**config.mk**
```make
export PLATFORM = sky130hd
export DESIGN_NAME = asi_dcache
export DESIGN_NICKNAME = d
export VERILOG_FILES = /design/src/rtl/asi_dc_pkg.sv /design/src/rtl/asi_dc_decode.sv /design/src/rtl/asi_dc_array.sv /design/src/rtl/asi_dc_ctrl.sv /design/src/rtl/asi_dcache.sv
export SDC_FILE = /design/constraint.sdc
export NUM_CORES = 2
export LEC_CHECK = 0
export ABC_AREA = 1
export ABC_CLOCK_PERIOD_IN_PS = 6200
export BUFFER_PORTS_ARGS = -buffer_cell sky130_fd_sc_hd__buf_2
export CAP_MARGIN = 20
export CORE_UTILIZATION = 30
export CTS_BUF_LIST = sky130_fd_sc_hd__clkbuf_8
export DETAILED_ROUTE_END_ITERATION = 8
export GPL_TIMING_DRIVEN = 1
export PLACE_DENSITY = 0.43
export SLEW_MARGIN = 10
export SYNTH_ARGS = -nofsm -noshare
export SYNTH_HDL_FRONTEND = slang
export SYNTH_HIERARCHICAL = 1
export SYNTH_SLANG_ARGS = --single-unit
```
**constraint.sdc**
```tcl
create_clock -name clk -period 6.2 [get_ports clk]
set_input_delay 0.62 -clock clk [delete_from_list [all_inputs] [get_ports clk]]
set_output_delay 0.62 -clock clk [all_outputs]
set_load 0.01 [all_outputs]
```
**src/rtl/asi_dc_pkg.sv**
```systemverilog
package asi_dc_pkg;

  typedef enum logic [2:0] {
    AC_NORMAL,
    AC_ALLOC,
    AC_UPDATE,
    AC_FLUSH,
    AC_TAGDIAG,
    AC_DATADIAG,
    AC_NOP
  } acc_class_e;

  typedef enum logic [2:0] {
    ST_IDLE,
    ST_LOOK,
    ST_MEM,
    ST_FLUSH,
    ST_RESP
  } dc_state_e;

  // Fixed address map: low boot region and main RAM region are cacheable.
  function automatic logic addr_cacheable(input logic [31:0] a);
    return (a[31:29] == 3'b000) || (a[31:30] == 2'b01);
  endfunction

endpackage

```
**src/rtl/asi_dc_decode.sv**
```systemverilog
module asi_dc_decode
  import asi_dc_pkg::*;
(
  input  logic [7:0]  space,
  input  logic [31:0] addr,
  output acc_class_e  cls,
  output logic        cacheable
);

  always_comb begin
    unique case (space[3:0])
      4'h0, 4'h1, 4'h2, 4'h3: cls = AC_ALLOC;
      4'h4, 4'h7:             cls = AC_UPDATE;
      4'h6:                   cls = AC_FLUSH;
      4'h8, 4'h9, 4'hA, 4'hB: cls = AC_NORMAL;
      4'hE:                   cls = AC_TAGDIAG;
      4'hF:                   cls = AC_DATADIAG;
      default:                cls = AC_NOP;
    endcase
  end

  assign cacheable = addr_cacheable(addr);

endmodule

```
**src/rtl/asi_dc_array.sv**
```systemverilog
module asi_dc_array #(
  parameter int SETS   = 16,
  parameter int WAYS   = 2,
  parameter int TAG_W  = 26,
  parameter int DATA_W = 32,
  localparam int IDX_W = $clog2(SETS),
  localparam int WAY_W = (WAYS > 1) ? $clog2(WAYS) : 1
) (
  input  logic                         clk,
  input  logic                         rst_n,
  input  logic [IDX_W-1:0]             rd_idx,
  output logic [WAYS-1:0]              rd_valid,
  output logic [WAYS-1:0][TAG_W-1:0]   rd_tag,
  output logic [WAYS-1:0][DATA_W-1:0]  rd_data,
  output logic [WAY_W-1:0]             rd_lru,
  input  logic                         we_tag,
  input  logic                         we_valid,
  input  logic                         we_data,
  input  logic                         wr_valid_val,
  input  logic [WAY_W-1:0]             wr_way,
  input  logic [IDX_W-1:0]             wr_idx,
  input  logic [TAG_W-1:0]             wr_tag,
  input  logic [DATA_W-1:0]            wr_data,
  input  logic                         clr_en,
  input  logic [IDX_W-1:0]             clr_idx,
  input  logic                         lru_we,
  input  logic [WAY_W-1:0]             lru_val
);

  logic [SETS-1:0][WAY_W-1:0] lru_q;

  for (genvar w = 0; w < WAYS; w++) begin : g_way
    logic [SETS-1:0]             valid_q;
    logic [TAG_W-1:0]            tag_q  [SETS];
    logic [DATA_W-1:0]           data_q [SETS];
    logic                        sel;

    assign sel = (wr_way == WAY_W'(w));

    always_ff @(posedge clk or negedge rst_n) begin
      if (!rst_n) begin
        valid_q <= '0;
      end else begin
        if (clr_en) begin
          valid_q[clr_idx] <= 1'b0;
        end else if (we_valid && sel) begin
          valid_q[wr_idx] <= wr_valid_val;
        end
      end
    end

    always_ff @(posedge clk) begin
      if (we_tag && sel) begin
        tag_q[wr_idx] <= wr_tag;
      end
      if (we_data && sel) begin
        data_q[wr_idx] <= wr_data;
      end
    end

    assign rd_valid[w] = valid_q[rd_idx];
    assign rd_tag[w]   = tag_q[rd_idx];
    assign rd_data[w]  = data_q[rd_idx];
  end

  always_ff @(posedge clk or negedge rst_n) begin
    if (!rst_n) begin
      lru_q <= '0;
    end else if (lru_we) begin
      lru_q[wr_idx] <= lru_val;
    end
  end

  assign rd_lru = lru_q[rd_idx];

endmodule

```
**src/rtl/asi_dc_ctrl.sv**
```systemverilog
module asi_dc_ctrl
  import asi_dc_pkg::*;
#(
  parameter int SETS   = 16,
  parameter int WAYS   = 2,
  parameter int ADDR_W = 32,
  parameter int DATA_W = 32,
  localparam int IDX_W = $clog2(SETS),
  localparam int WAY_W = (WAYS > 1) ? $clog2(WAYS) : 1,
  localparam int OFF_W = 2,
  localparam int TAG_W = ADDR_W - IDX_W - OFF_W
) (
  input  logic                         clk,
  input  logic                         rst_n,
  input  logic                         req_valid,
  input  logic                         req_write,
  input  logic [ADDR_W-1:0]            req_addr,
  input  logic [DATA_W-1:0]            req_wdata,
  input  acc_class_e                   req_cls,
  input  logic                         req_cacheable,
  output logic                         busy,
  output logic                         resp_valid,
  output logic [DATA_W-1:0]            resp_rdata,
  output logic                         mem_req,
  output logic                         mem_write,
  output logic [ADDR_W-1:0]            mem_addr,
  output logic [DATA_W-1:0]            mem_wdata,
  input  logic                         mem_ack,
  input  logic [DATA_W-1:0]            mem_rdata,
  output logic [IDX_W-1:0]             rd_idx,
  input  logic [WAYS-1:0]              rd_valid,
  input  logic [WAYS-1:0][TAG_W-1:0]   rd_tag,
  input  logic [WAYS-1:0][DATA_W-1:0]  rd_data,
  input  logic [WAY_W-1:0]             rd_lru,
  output logic                         we_tag,
  output logic                         we_valid,
  output logic                         we_data,
  output logic                         wr_valid_val,
  output logic [WAY_W-1:0]             wr_way,
  output logic [IDX_W-1:0]             wr_idx,
  output logic [TAG_W-1:0]             wr_tag,
  output logic [DATA_W-1:0]            wr_data,
  output logic                         clr_en,
  output logic [IDX_W-1:0]             clr_idx,
  output logic                         lru_we,
  output logic [WAY_W-1:0]             lru_val
);

  dc_state_e         state_q, state_d;
  logic [IDX_W-1:0]  fcnt_q, fcnt_d;
  logic [ADDR_W-1:0] addr_q;
  logic [DATA_W-1:0] wdata_q;
  logic              write_q;
  acc_class_e        cls_q;
  logic              cacheable_q;
  logic              hit_q;
  logic [WAY_W-1:0]  hway_q;
  logic [DATA_W-1:0] rdata_q, rdata_d;
  logic              cap_en, rdata_en, look_en;

  logic              hit;
  logic [WAY_W-1:0]  hway;
  logic [TAG_W-1:0]  addr_tag;
  logic [WAY_W-1:0]  diag_way;

  assign addr_tag = addr_q[ADDR_W-1 -: TAG_W];
  assign diag_way = addr_q[IDX_W+OFF_W +: WAY_W];
  assign rd_idx   = addr_q[OFF_W +: IDX_W];

  // Tag compare across all ways
  always_comb begin
    hit  = 1'b0;
    hway = '0;
    for (int w = 0; w < WAYS; w++) begin
      if (cacheable_q && rd_valid[w] && (rd_tag[w] == addr_tag)) begin
        hit  = 1'b1;
        hway = WAY_W'(w);
      end
    end
  end

  // Next-state and array control
  always_comb begin
    state_d      = state_q;
    fcnt_d       = fcnt_q;
    rdata_d      = rdata_q;
    cap_en       = 1'b0;
    rdata_en     = 1'b0;
    look_en      = 1'b0;
    we_tag       = 1'b0;
    we_valid     = 1'b0;
    we_data      = 1'b0;
    wr_valid_val = 1'b0;
    wr_way       = hway_q;
    wr_idx       = rd_idx;
    wr_tag       = addr_tag;
    wr_data      = wdata_q;
    clr_en       = 1'b0;
    clr_idx      = fcnt_q;
    lru_we       = 1'b0;
    lru_val      = ~hway_q;

    unique case (state_q)
      ST_IDLE: begin
        if (req_valid) begin
          cap_en  = 1'b1;
          state_d = ST_LOOK;
        end
      end

      ST_LOOK: begin
        look_en = 1'b1;
        unique case (cls_q)
          AC_NORMAL: begin
            if (!write_q && hit) begin
              rdata_en = 1'b1;
              rdata_d  = rd_data[hway];
              lru_we   = 1'b1;
              wr_way   = hway;
              lru_val  = ~hway;
              state_d  = ST_RESP;
            end else begin
              state_d  = ST_MEM;
            end
          end
          AC_ALLOC, AC_UPDATE: state_d = ST_MEM;
          AC_FLUSH: begin
            fcnt_d  = '0;
            state_d = ST_FLUSH;
          end
          AC_TAGDIAG: begin
            if (write_q) begin
              we_tag       = 1'b1;
              we_valid     = 1'b1;
              wr_valid_val = wdata_q[DATA_W-1];
              wr_way       = diag_way;
              wr_tag       = wdata_q[TAG_W-1:0];
            end else begin
              rdata_en = 1'b1;
              rdata_d  = {rd_valid[diag_way], {(DATA_W-TAG_W-1){1'b0}}, rd_tag[diag_way]};
            end
            state_d = ST_RESP;
          end
          AC_DATADIAG: begin
            if (write_q) begin
              we_data = 1'b1;
              wr_way  = diag_way;
            end else begin
              rdata_en = 1'b1;
              rdata_d  = rd_data[diag_way];
            end
            state_d = ST_RESP;
          end
          default: state_d = ST_RESP;
        endcase
      end

      ST_MEM: begin
        if (mem_ack) begin
          state_d = ST_RESP;
          if (write_q) begin
            if (hit_q) begin
              we_data = 1'b1;
              lru_we  = 1'b1;
            end
          end else begin
            rdata_en = 1'b1;
            rdata_d  = mem_rdata;
            wr_data  = mem_rdata;
            if (hit_q && (cls_q != AC_NORMAL)) begin
              we_data = 1'b1;
              lru_we  = 1'b1;
            end else if (!hit_q && cacheable_q &&
                         ((cls_q == AC_NORMAL) || (cls_q == AC_ALLOC))) begin
              we_tag       = 1'b1;
              we_valid     = 1'b1;
              wr_valid_val = 1'b1;
              we_data      = 1'b1;
              wr_way       = rd_lru;
              lru_we       = 1'b1;
              lru_val      = ~rd_lru;
            end
          end
        end
      end

      ST_FLUSH: begin
        clr_en = 1'b1;
        if (fcnt_q == IDX_W'(SETS-1)) begin
          state_d = ST_RESP;
        end else begin
          fcnt_d = fcnt_q + 1'b1;
        end
      end

      ST_RESP: state_d = ST_IDLE;

      default: state_d = ST_IDLE;
    endcase
  end

  // Control registers
  always_ff @(posedge clk or negedge rst_n) begin
    if (!rst_n) begin
      state_q <= ST_IDLE;
      fcnt_q  <= '0;
    end else begin
      state_q <= state_d;
      fcnt_q  <= fcnt_d;
    end
  end

  // Datapath registers with explicit enables
  always_ff @(posedge clk) begin
    if (cap_en) begin
      addr_q      <= req_addr;
      wdata_q     <= req_wdata;
      write_q     <= req_write;
      cls_q       <= req_cls;
      cacheable_q <= req_cacheable;
    end
    if (look_en) begin
      hit_q  <= hit;
      hway_q <= hway;
    end
    if (rdata_en) begin
      rdata_q <= rdata_d;
    end
  end

  assign busy       = (state_q != ST_IDLE);
  assign resp_valid = (state_q == ST_RESP);
  assign resp_rdata = rdata_q;
  assign mem_req    = (state_q == ST_MEM);
  assign mem_write  = write_q;
  assign mem_addr   = addr_q;
  assign mem_wdata  = wdata_q;

endmodule

```
**src/rtl/asi_dcache.sv**
```systemverilog
module asi_dcache
  import asi_dc_pkg::*;
#(
  parameter int SETS   = 16,
  parameter int WAYS   = 2,
  parameter int ADDR_W = 32,
  parameter int DATA_W = 32,
  localparam int IDX_W = $clog2(SETS),
  localparam int WAY_W = (WAYS > 1) ? $clog2(WAYS) : 1,
  localparam int TAG_W = ADDR_W - IDX_W - 2
) (
  input  logic              clk,
  input  logic              rst_n,
  input  logic              req_valid,
  input  logic              req_write,
  input  logic [31:0]       req_addr,
  input  logic [7:0]        req_space,
  input  logic [31:0]       req_wdata,
  output logic              busy,
  output logic              resp_valid,
  output logic [31:0]       resp_rdata,
  output logic              mem_req,
  output logic              mem_write,
  output logic [31:0]       mem_addr,
  output logic [31:0]       mem_wdata,
  input  logic              mem_ack,
  input  logic [31:0]       mem_rdata
);

  acc_class_e                 dec_cls;
  logic                       dec_cacheable;
  logic [IDX_W-1:0]           arr_rd_idx;
  logic [WAYS-1:0]            arr_valid;
  logic [WAYS-1:0][TAG_W-1:0] arr_tag;
  logic [WAYS-1:0][DATA_W-1:0] arr_data;
  logic [WAY_W-1:0]           arr_lru;
  logic                       arr_we_tag, arr_we_valid, arr_we_data, arr_valid_val;
  logic [WAY_W-1:0]           arr_way;
  logic [IDX_W-1:0]           arr_wr_idx;
  logic [TAG_W-1:0]           arr_wr_tag;
  logic [DATA_W-1:0]          arr_wr_data;
  logic                       arr_clr_en;
  logic [IDX_W-1:0]           arr_clr_idx;
  logic                       arr_lru_we;
  logic [WAY_W-1:0]           arr_lru_val;

  asi_dc_decode u_decode (
    .space     (req_space),
    .addr      (req_addr),
    .cls       (dec_cls),
    .cacheable (dec_cacheable)
  );

  asi_dc_ctrl #(
    .SETS(SETS), .WAYS(WAYS), .ADDR_W(ADDR_W), .DATA_W(DATA_W)
  ) u_ctrl (
    .clk           (clk),
    .rst_n         (rst_n),
    .req_valid     (req_valid),
    .req_write     (req_write),
    .req_addr      (req_addr),
    .req_wdata     (req_wdata),
    .req_cls       (dec_cls),
    .req_cacheable (dec_cacheable),
    .busy          (busy),
    .resp_valid    (resp_valid),
    .resp_rdata    (resp_rdata),
    .mem_req       (mem_req),
    .mem_write     (mem_write),
    .mem_addr      (mem_addr),
    .mem_wdata     (mem_wdata),
    .mem_ack       (mem_ack),
    .mem_rdata     (mem_rdata),
    .rd_idx        (arr_rd_idx),
    .rd_valid      (arr_valid),
    .rd_tag        (arr_tag),
    .rd_data       (arr_data),
    .rd_lru        (arr_lru),
    .we_tag        (arr_we_tag),
    .we_valid      (arr_we_valid),
    .we_data       (arr_we_data),
    .wr_valid_val  (arr_valid_val),
    .wr_way        (arr_way),
    .wr_idx        (arr_wr_idx),
    .wr_tag        (arr_wr_tag),
    .wr_data       (arr_wr_data),
    .clr_en        (arr_clr_en),
    .clr_idx       (arr_clr_idx),
    .lru_we        (arr_lru_we),
    .lru_val       (arr_lru_val)
  );

  asi_dc_array #(
    .SETS(SETS), .WAYS(WAYS), .TAG_W(TAG_W), .DATA_W(DATA_W)
  ) u_array (
    .clk          (clk),
    .rst_n        (rst_n),
    .rd_idx       (arr_rd_idx),
    .rd_valid     (arr_valid),
    .rd_tag       (arr_tag),
    .rd_data      (arr_data),
    .rd_lru       (arr_lru),
    .we_tag       (arr_we_tag),
    .we_valid     (arr_we_valid),
    .we_data      (arr_we_data),
    .wr_valid_val (arr_valid_val),
    .wr_way       (arr_way),
    .wr_idx       (arr_wr_idx),
    .wr_tag       (arr_wr_tag),
    .wr_data      (arr_wr_data),
    .clr_en       (arr_clr_en),
    .clr_idx      (arr_clr_idx),
    .lru_we       (arr_lru_we),
    .lru_val      (arr_lru_val)
  );

endmodule

```
[After elaboration in Yosys (flattened, before gate mapping)]
Memory sizes are Yosys's and may differ from the RTL's. A register that Yosys moved wholly into a read port is not among the register bits.
Cells that the tools add are included.
Storage, ports and cells
  bits in registers: 155
  bits in writable memories: 1856
  bits in read-only memories: 48
  input bits: 109
  output and inout bits: 100
  word-level logic and storage cells: 205
  memories kept: 5
Memory list
  u_array.g_way[0].data_q: words 16, width 32, rd ports 1, clocked after Yosys merged registers in 1, wr ports 1, RTL line asi_dc_array.sv:35  | logic [DATA_W-1:0] data_q [SETS];
  u_array.g_way[1].data_q: words 16, width 32, rd ports 1, clocked after Yosys merged registers in 1, wr ports 1, RTL line asi_dc_array.sv:35
  u_array.g_way[0].tag_q: words 16, width 26, rd ports 1, clocked after Yosys merged registers in 1, wr ports 1, RTL line asi_dc_array.sv:34  | logic [TAG_W-1:0] tag_q [SETS];
  u_array.g_way[1].tag_q: words 16, width 26, rd ports 1, clocked after Yosys merged registers in 1, wr ports 1, RTL line asi_dc_array.sv:34
  (no name shown): words 16, width 3, rd ports 1, clocked after Yosys merged registers in 1, wr ports 0, RTL line asi_dc_decode.sv:11  | unique case (space[3:0])
Cells by class
  add/subtract/negate cells: 1
  $lt $le $gt $ge: 6
  eq/ne operators: 23
  multiplexer cells: 104
  bitwise logic cells: 7
  reduce and logical (&&, ||, !) cells: 32
Operators with widths (number)
  two-way mux 32 bit: 12
  two-way mux 26 bit: 5
  one-hot mux 32 bit (3 select lines): 1
  two-way mux 16 bit: 4
  one-hot mux 32 bit (2 select lines): 1
  == test 26 bit: 2
  two-way mux 1 bit: 51
  bitwise mux 16 bit: 3
  AND 16 bit: 2
  two-way mux 4 bit: 6
  one-hot mux 1 bit (2 select lines): 9
  inverter 16 bit: 1
  logical AND 1 bit: 14
  binary-select mux 1 bit (select 4 bit): 3
  == test 3 x 2 -> 1 bit (second input constant): 4
  two-way mux 3 bit: 4
  one-hot mux 3 bit (4 select lines): 1
  < comparator 4 x 5 -> 1 bit (second input constant): 2
  == test 3 bit (second input constant): 3
  zero test 3 bit: 3
  one-hot mux 3 bit (3 select lines): 1
  demux 1 bit (select 4 bit): 2
  greater-or-equal comparator 4 x 1 -> 1 bit (second input constant): 2
  != test 2 bit (second input constant): 4
  18 further kinds: 33

[Logic depth before layout (Yosys ltp)]
  word-level depth: 14
  mapped depth: 32
  gate-level depth less buffers: 28

[By module]
The synthesis kept the hierarchy.
By module, submodules not included
  asi_dc_array: times used 1, cells each 8055, area an instance 82430.3 µm², seq. area each 56934.6 µm²
  asi_dc_ctrl: times used 1, cells each 1090, area an instance 7775.0 µm², seq. area each 3268.1 µm²
  asi_dc_decode: times used 1, cells each 13, area an instance 55.1 µm², seq. area each 0.0 µm²

[Least setup slack after synthesis]
OpenSTA, ideal clock, no wires.
  path type: register to register
  start: register u_ctrl.addr_q[2], in the netlist u_ctrl/mem_addr[2]
  end: memory u_array.g_way[0].data_q[11][0], enable pin
  library setup time: 0.421 ns
  arrival time: 4.357 ns
  required time: 5.779 ns
  path slack: 1.422 ns
  stages on the path, launching flop included: 28
  buffers on the path: 6
  clock period less this slack: 4.778 ns
  path through: edfxtp_1 buf_4 buf_4 inv_2 buf_6 buf_6 buf_2 nand2_1 nand3_1 nand3_1 nand3_1 nand2_1 xnor2_1 nand2_1 nor2_1 nand2_1 nor2_1 nand2_1 nand2_1 nand2_1 nand2_1 nand3_1 nand2_1 nand2_1 inv_1 nand2_1 clkbuf_1 nor2_1
On the way
  longest elaborated chain between the ends: 14
  elaborated cells on any way between the ends: 25
  those cells by class: 18 x mux; 1 x bitwise; 6 x reduce/logical
RTL lines
  start, declared: RTL line asi_dc_ctrl.sv:51  | logic [ADDR_W-1:0] addr_q;
  start signal, assigned: RTL line asi_dc_ctrl.sv:216  | addr_q <= req_addr;
  binary-select mux 1 bit (select 4 bit): RTL line asi_dc_array.sv:61  | assign rd_valid[w] = valid_q[rd_idx];
  two-way mux 1 bit (implied by the code): RTL line asi_dc_array.sv:61
  logical AND 1 bit (2 in series): RTL line asi_dc_ctrl.sv:75  | if (cacheable_q && rd_valid[w] && (rd_tag[w] == addr_tag)) begin
  two-way mux 1 bit: RTL line asi_dc_ctrl.sv:75
  two-way mux 1 bit (*): RTL line asi_dc_ctrl.sv:75
  net u_ctrl.hit: RTL line asi_dc_ctrl.sv:61  | logic hit;
  logical AND 1 bit (*): RTL line asi_dc_ctrl.sv:115  | if (!write_q && hit) begin
  two-way mux 1 bit (*): RTL line asi_dc_ctrl.sv:115
  one-hot mux 1 bit (2 select lines) (*): RTL line asi_dc_ctrl.sv:113  | unique case (cls_q)
  one-hot mux 1 bit (2 select lines) (*): RTL line asi_dc_ctrl.sv:103  | unique case (state_q)
  net arr_way: RTL line asi_dcache.sv:38  | logic [WAY_W-1:0] arr_way;
  inverter 1 bit (*): RTL line asi_dc_array.sv:38  | assign sel = (wr_way == WAY_W'(w));
  logical AND 1 bit (*): RTL line asi_dc_array.sv:56  | if (we_data && sel) begin
  two-way mux 1 bit (*): RTL line asi_dc_array.sv:56
  two-way mux 1 bit (implied by the code) (*): RTL line asi_dc_array.sv:57  | data_q[wr_idx] <= wr_data;
  end, declared: RTL line asi_dc_array.sv:35
The timed path passes the listed nets; every way through them passes the cells marked *. The select of a mux whose other input is x is not followed.

[Worst setup path in the final report]
  start: register u_ctrl.addr_q[3], in the netlist u_ctrl/mem_addr[3]
  end: memory u_array.g_way[1].data_q[14][14], enable pin
On the way
  elaborated cells on any way between the ends: 24
  those cells by class: 18 x mux; 6 x reduce/logical
RTL lines
  binary-select mux 1 bit (select 4 bit): RTL line asi_dc_array.sv:61
  two-way mux 1 bit (implied by the code): RTL line asi_dc_array.sv:61
  logical AND 1 bit (2 in series): RTL line asi_dc_ctrl.sv:75
  two-way mux 1 bit: RTL line asi_dc_ctrl.sv:75
  net u_ctrl.hway: RTL line asi_dc_ctrl.sv:62  | logic [WAY_W-1:0] hway;
  two-way mux 1 bit: RTL line asi_dc_ctrl.sv:115
  one-hot mux 1 bit (2 select lines): RTL line asi_dc_ctrl.sv:113
  one-hot mux 1 bit (2 select lines): RTL line asi_dc_ctrl.sv:103
  net arr_way: RTL line asi_dcache.sv:38
  logical AND 1 bit: RTL line asi_dc_array.sv:56
  two-way mux 1 bit: RTL line asi_dc_array.sv:56
  two-way mux 1 bit (implied by the code): RTL line asi_dc_array.sv:57
  end, declared: RTL line asi_dc_array.sv:35
The timed path passes the listed nets, and every way through them passes these cells. The select of a mux whose other input is x is not followed.

==> metrics.cfg <==
[floorplanning]
initial_core_util_pct=30.1
core-area_um2=300000
dieHeight_um=551
die-width_um=551
row_count=201
die_area_um2=303000
io_pins=209

[pwr]
swShare_pct=34.0
ir_drop_mv=0.181
powerDensity_nw_per_um2=341
p_leak_nw=44.3
clkPwrFrac_pct=31.0
internal_power_mw=23.5
seqPwrFrac_pct=46.0
p_sw_mw=12.1
pwr-share-comb_pct=23.0

[detailed_routing]
wl_per_cell_um=22.8
avgViaCountPerCell=4.66
ant_nets=0
vias=64300
drc=0
drtPass1Iterations=6
wl_um=315000
drt_iter0_drc=5668

[critical_path]
arrival_ns=6.32
critical-path-slowest-cell=nor2_4
r2r_start=u_ctrl/mem_addr[3]$_DFFE_PP_
cpPeakStageDelay_ns=0.91
path_class=reg2reg
path_common_cell=nand2_1
r2r_cells=23
critPathBufInv=7
crit_fanout=71
path_cells=buf_12 > inv_8 > buf_12 > nand3_1 > nand3_1 > nand3_1 > nand2_1 > inv_1 > nand2_1 > nand4_1 > nor2_1 > nand2_1 > nor2_1 > nand2_2 > inv_1 > nand3_1 > nand3_1 > nand2_1 > nand2_1 > nand2_1 > buf_12 > nor2_4 > buf_4
crit_required_ns=6.81
r2r-end=u_array/g_way[1].data_q[14][14]$_DFFE_PP_
crit_path_end_kind=flop
start_kind=flop
reg2reg_slack_ns=0.50
critPathTopFamily=simple AND/OR/NAND/NOR gates

[cells_and_area]
layout_commonest_cell=nand2_1
drive_gt1_share_pct=10.2
area_growth_pct=15.4
design_area_um2=104000
multi_input_area_um2=22200
final_cell_mix=nand2_1, edfxtp_1, inv_1, nand3_1, clkbuf_8
n_fill_cell=30000
nNetsFinal=9703
ff_latch_area_um2=60200

[placed_design]
hpwl_um=184000
gp_congestion=0.888
port_buffers=204
placedInstanceArea_um2=97100

[clock_tree]
clock_latency_ns=1.00
holdBufCountCts=85
cts_resized=0
cts_buffer_depth=4
cts_tree=done
htreeDepth=5
clock_sinks=2014
path_clk_slew_ns=0.06
cts-root-buf=clkbuf_8
postCtsSetupRepairBufs=0
cts_made_buffers=356

[grt]
grt_usage_pct=20.4
overflow=0
grt_pass1_wl_um=446000
grt_start_max_net_pins=133
antenna_found_initial=12
grt_pass1_vias=61100

[sta]
skew_ns=0.0791
tightest_slew_ns=1.22
rsz0062_at_grt=no
holdWs_ns=0.128
setup_viol=0
period_minus_slack_ns=5.70
hold_viol=0
fin_crit_sh_pct=91.9
max-slew-margin-rel_pct=17.6
slew_viol_final=0
tns_ns=0
fmax_mhz=175

[min_path]
holdPathEnd=u_ctrl/resp_rdata[4]$_DFFE_PP_
min_path_type=in2reg
hold_start=mem_rdata[4]
holdPathStages=3

[synth]
synth-seq-area-share_pct=66.7
synth_top_area_share_pct=65.2
yosysWarnings=6
synth_largest_area_cell=edfxtp_1
synth.avg_cell_area_um2=9.86
ys_types=38
synth.ff_latch_count=2014
synth_cells=9158
synth_flop_cell=edfxtp_1
synth_area_um2=90300
ys_top_cells_by_area=edfxtp_1, nand2_1, nand3_1
synth_async_sr_flop_share_pct=2.73
syn_nets=9268
synth-edff-count=1959

[job]
max_cap_viol_count=0

[run_status]
outcome=finished, final reports clean

## synth_stat cells, types with 42 or more instances
cell type and instances:
nand2_1 2937, edfxtp_1 1959, inv_1 1618, nand3_1 1481, nor2_1 258, buf_2 234, clkbuf_1 122, a21oi_1 119
o21ai_0 111, buf_4 55, dfrtp_1 55, buf_1 42
## routing by layer
metal  wire length (µm)  track usage [%]
met1             138000             27.2
met2             145000             32.8
met5                 13                0
met3              15500             2.45
met4              16400             10.2
## kinds of logic (layout without fill, tap and decap cells)
family                     count (synthesis)  in the layout  synth area share, %
xor gates and xnor gates                  14             14                0.144
other                                      0              9                    0
DFF                                     2014           2014                 66.7
buffers and inverters                   2096           2793                 9.37
adders and majority gates                  1              1               0.0139
AOI/OAI and AO/OA                        310            310                 1.92
and+or+nand+nor                         4723           4723                 21.9
## worst min-delay path, cell delays in order
cell     delay (ns)
buf_2          0.14
nor2_1         0.10
a21oi_1        0.06
## worst max-delay path by stage
stage,start,endpoint,slack (ns),cells past startpoint
floorplan,u_ctrl/mem_addr[2]$_DFFE_PP_,u_array/g_way[0].data_q[11][0]$_DFFE_PP_,1.42,27
global placement,u_ctrl/mem_addr[3]$_DFFE_PP_,u_array/g_way[1].data_q[15][15]$_DFFE_PP_,0.57,23
detailed placement,u_ctrl/mem_addr[3]$_DFFE_PP_,u_array/g_way[1].data_q[15][13]$_DFFE_PP_,0.55,23
CTS,u_ctrl/mem_addr[3]$_DFFE_PP_,u_array/g_way[1].data_q[15][25]$_DFFE_PP_,0.46,23
global route,u_ctrl/mem_addr[3]$_DFFE_PP_,u_array/g_way[1].data_q[15][11]$_DFFE_PP_,0.22,23
finish,u_ctrl/mem_addr[3]$_DFFE_PP_,u_array/g_way[1].data_q[14][14]$_DFFE_PP_,0.50,23
## layout make-up
class | count | area share, %
flip-flops and latches | 2014 | 57.8
multi-input cells | 5048 | 21.3
inverters | 1631 | 5.91
clock buffers | 366 | 4.84
well taps | 3958 | 4.75
repair buffers | 542 | 4.32
clock inverters | 254 | 1.03
diodes | 9 | 0.0216
## stage by stage
stage               power [mW]  cells  utilization, %  setup slack (ns)
finish                    35.5  13800            34.8             0.500
global route              37.1  13800            34.8             0.223
CTS                       35.9  13800            34.8             0.462
detailed placement        24.7  13100            32.4             0.550
global placement          24.6  13100            32.4             0.575
floorplan                 21.0   9158               -              1.42
## sequential cells by signal, summed over array words and instances (netlist names)
name and count:
u_ctrl/mem_addr 32, u_ctrl/state_q 3, u_ctrl/mem_write 1, u_ctrl/mem_wdata 32, u_ctrl/hit_q 1, u_ctrl/cls_q 3
u_ctrl/cacheable_q 1, u_array/g_way.tag_q 832, u_array/lru_q 16, u_ctrl/clr_idx 4, u_ctrl/resp_rdata 32, u_array/g_way.valid_q 32
u_array/g_way.data_q 1024, u_ctrl/hway_q 1
## power by group through the flow
stage,logic [mW],registers [mW],clock network [mW]
floorplan,4.59,16.4,0
detailed placement,8.10,16.6,0
global route,8.86,16.3,11.9
CTS,8.17,16.3,11.4
finish,8.17,16.3,11.0
global placement,8.01,16.6,0
(Power assumes the default switching activity.)
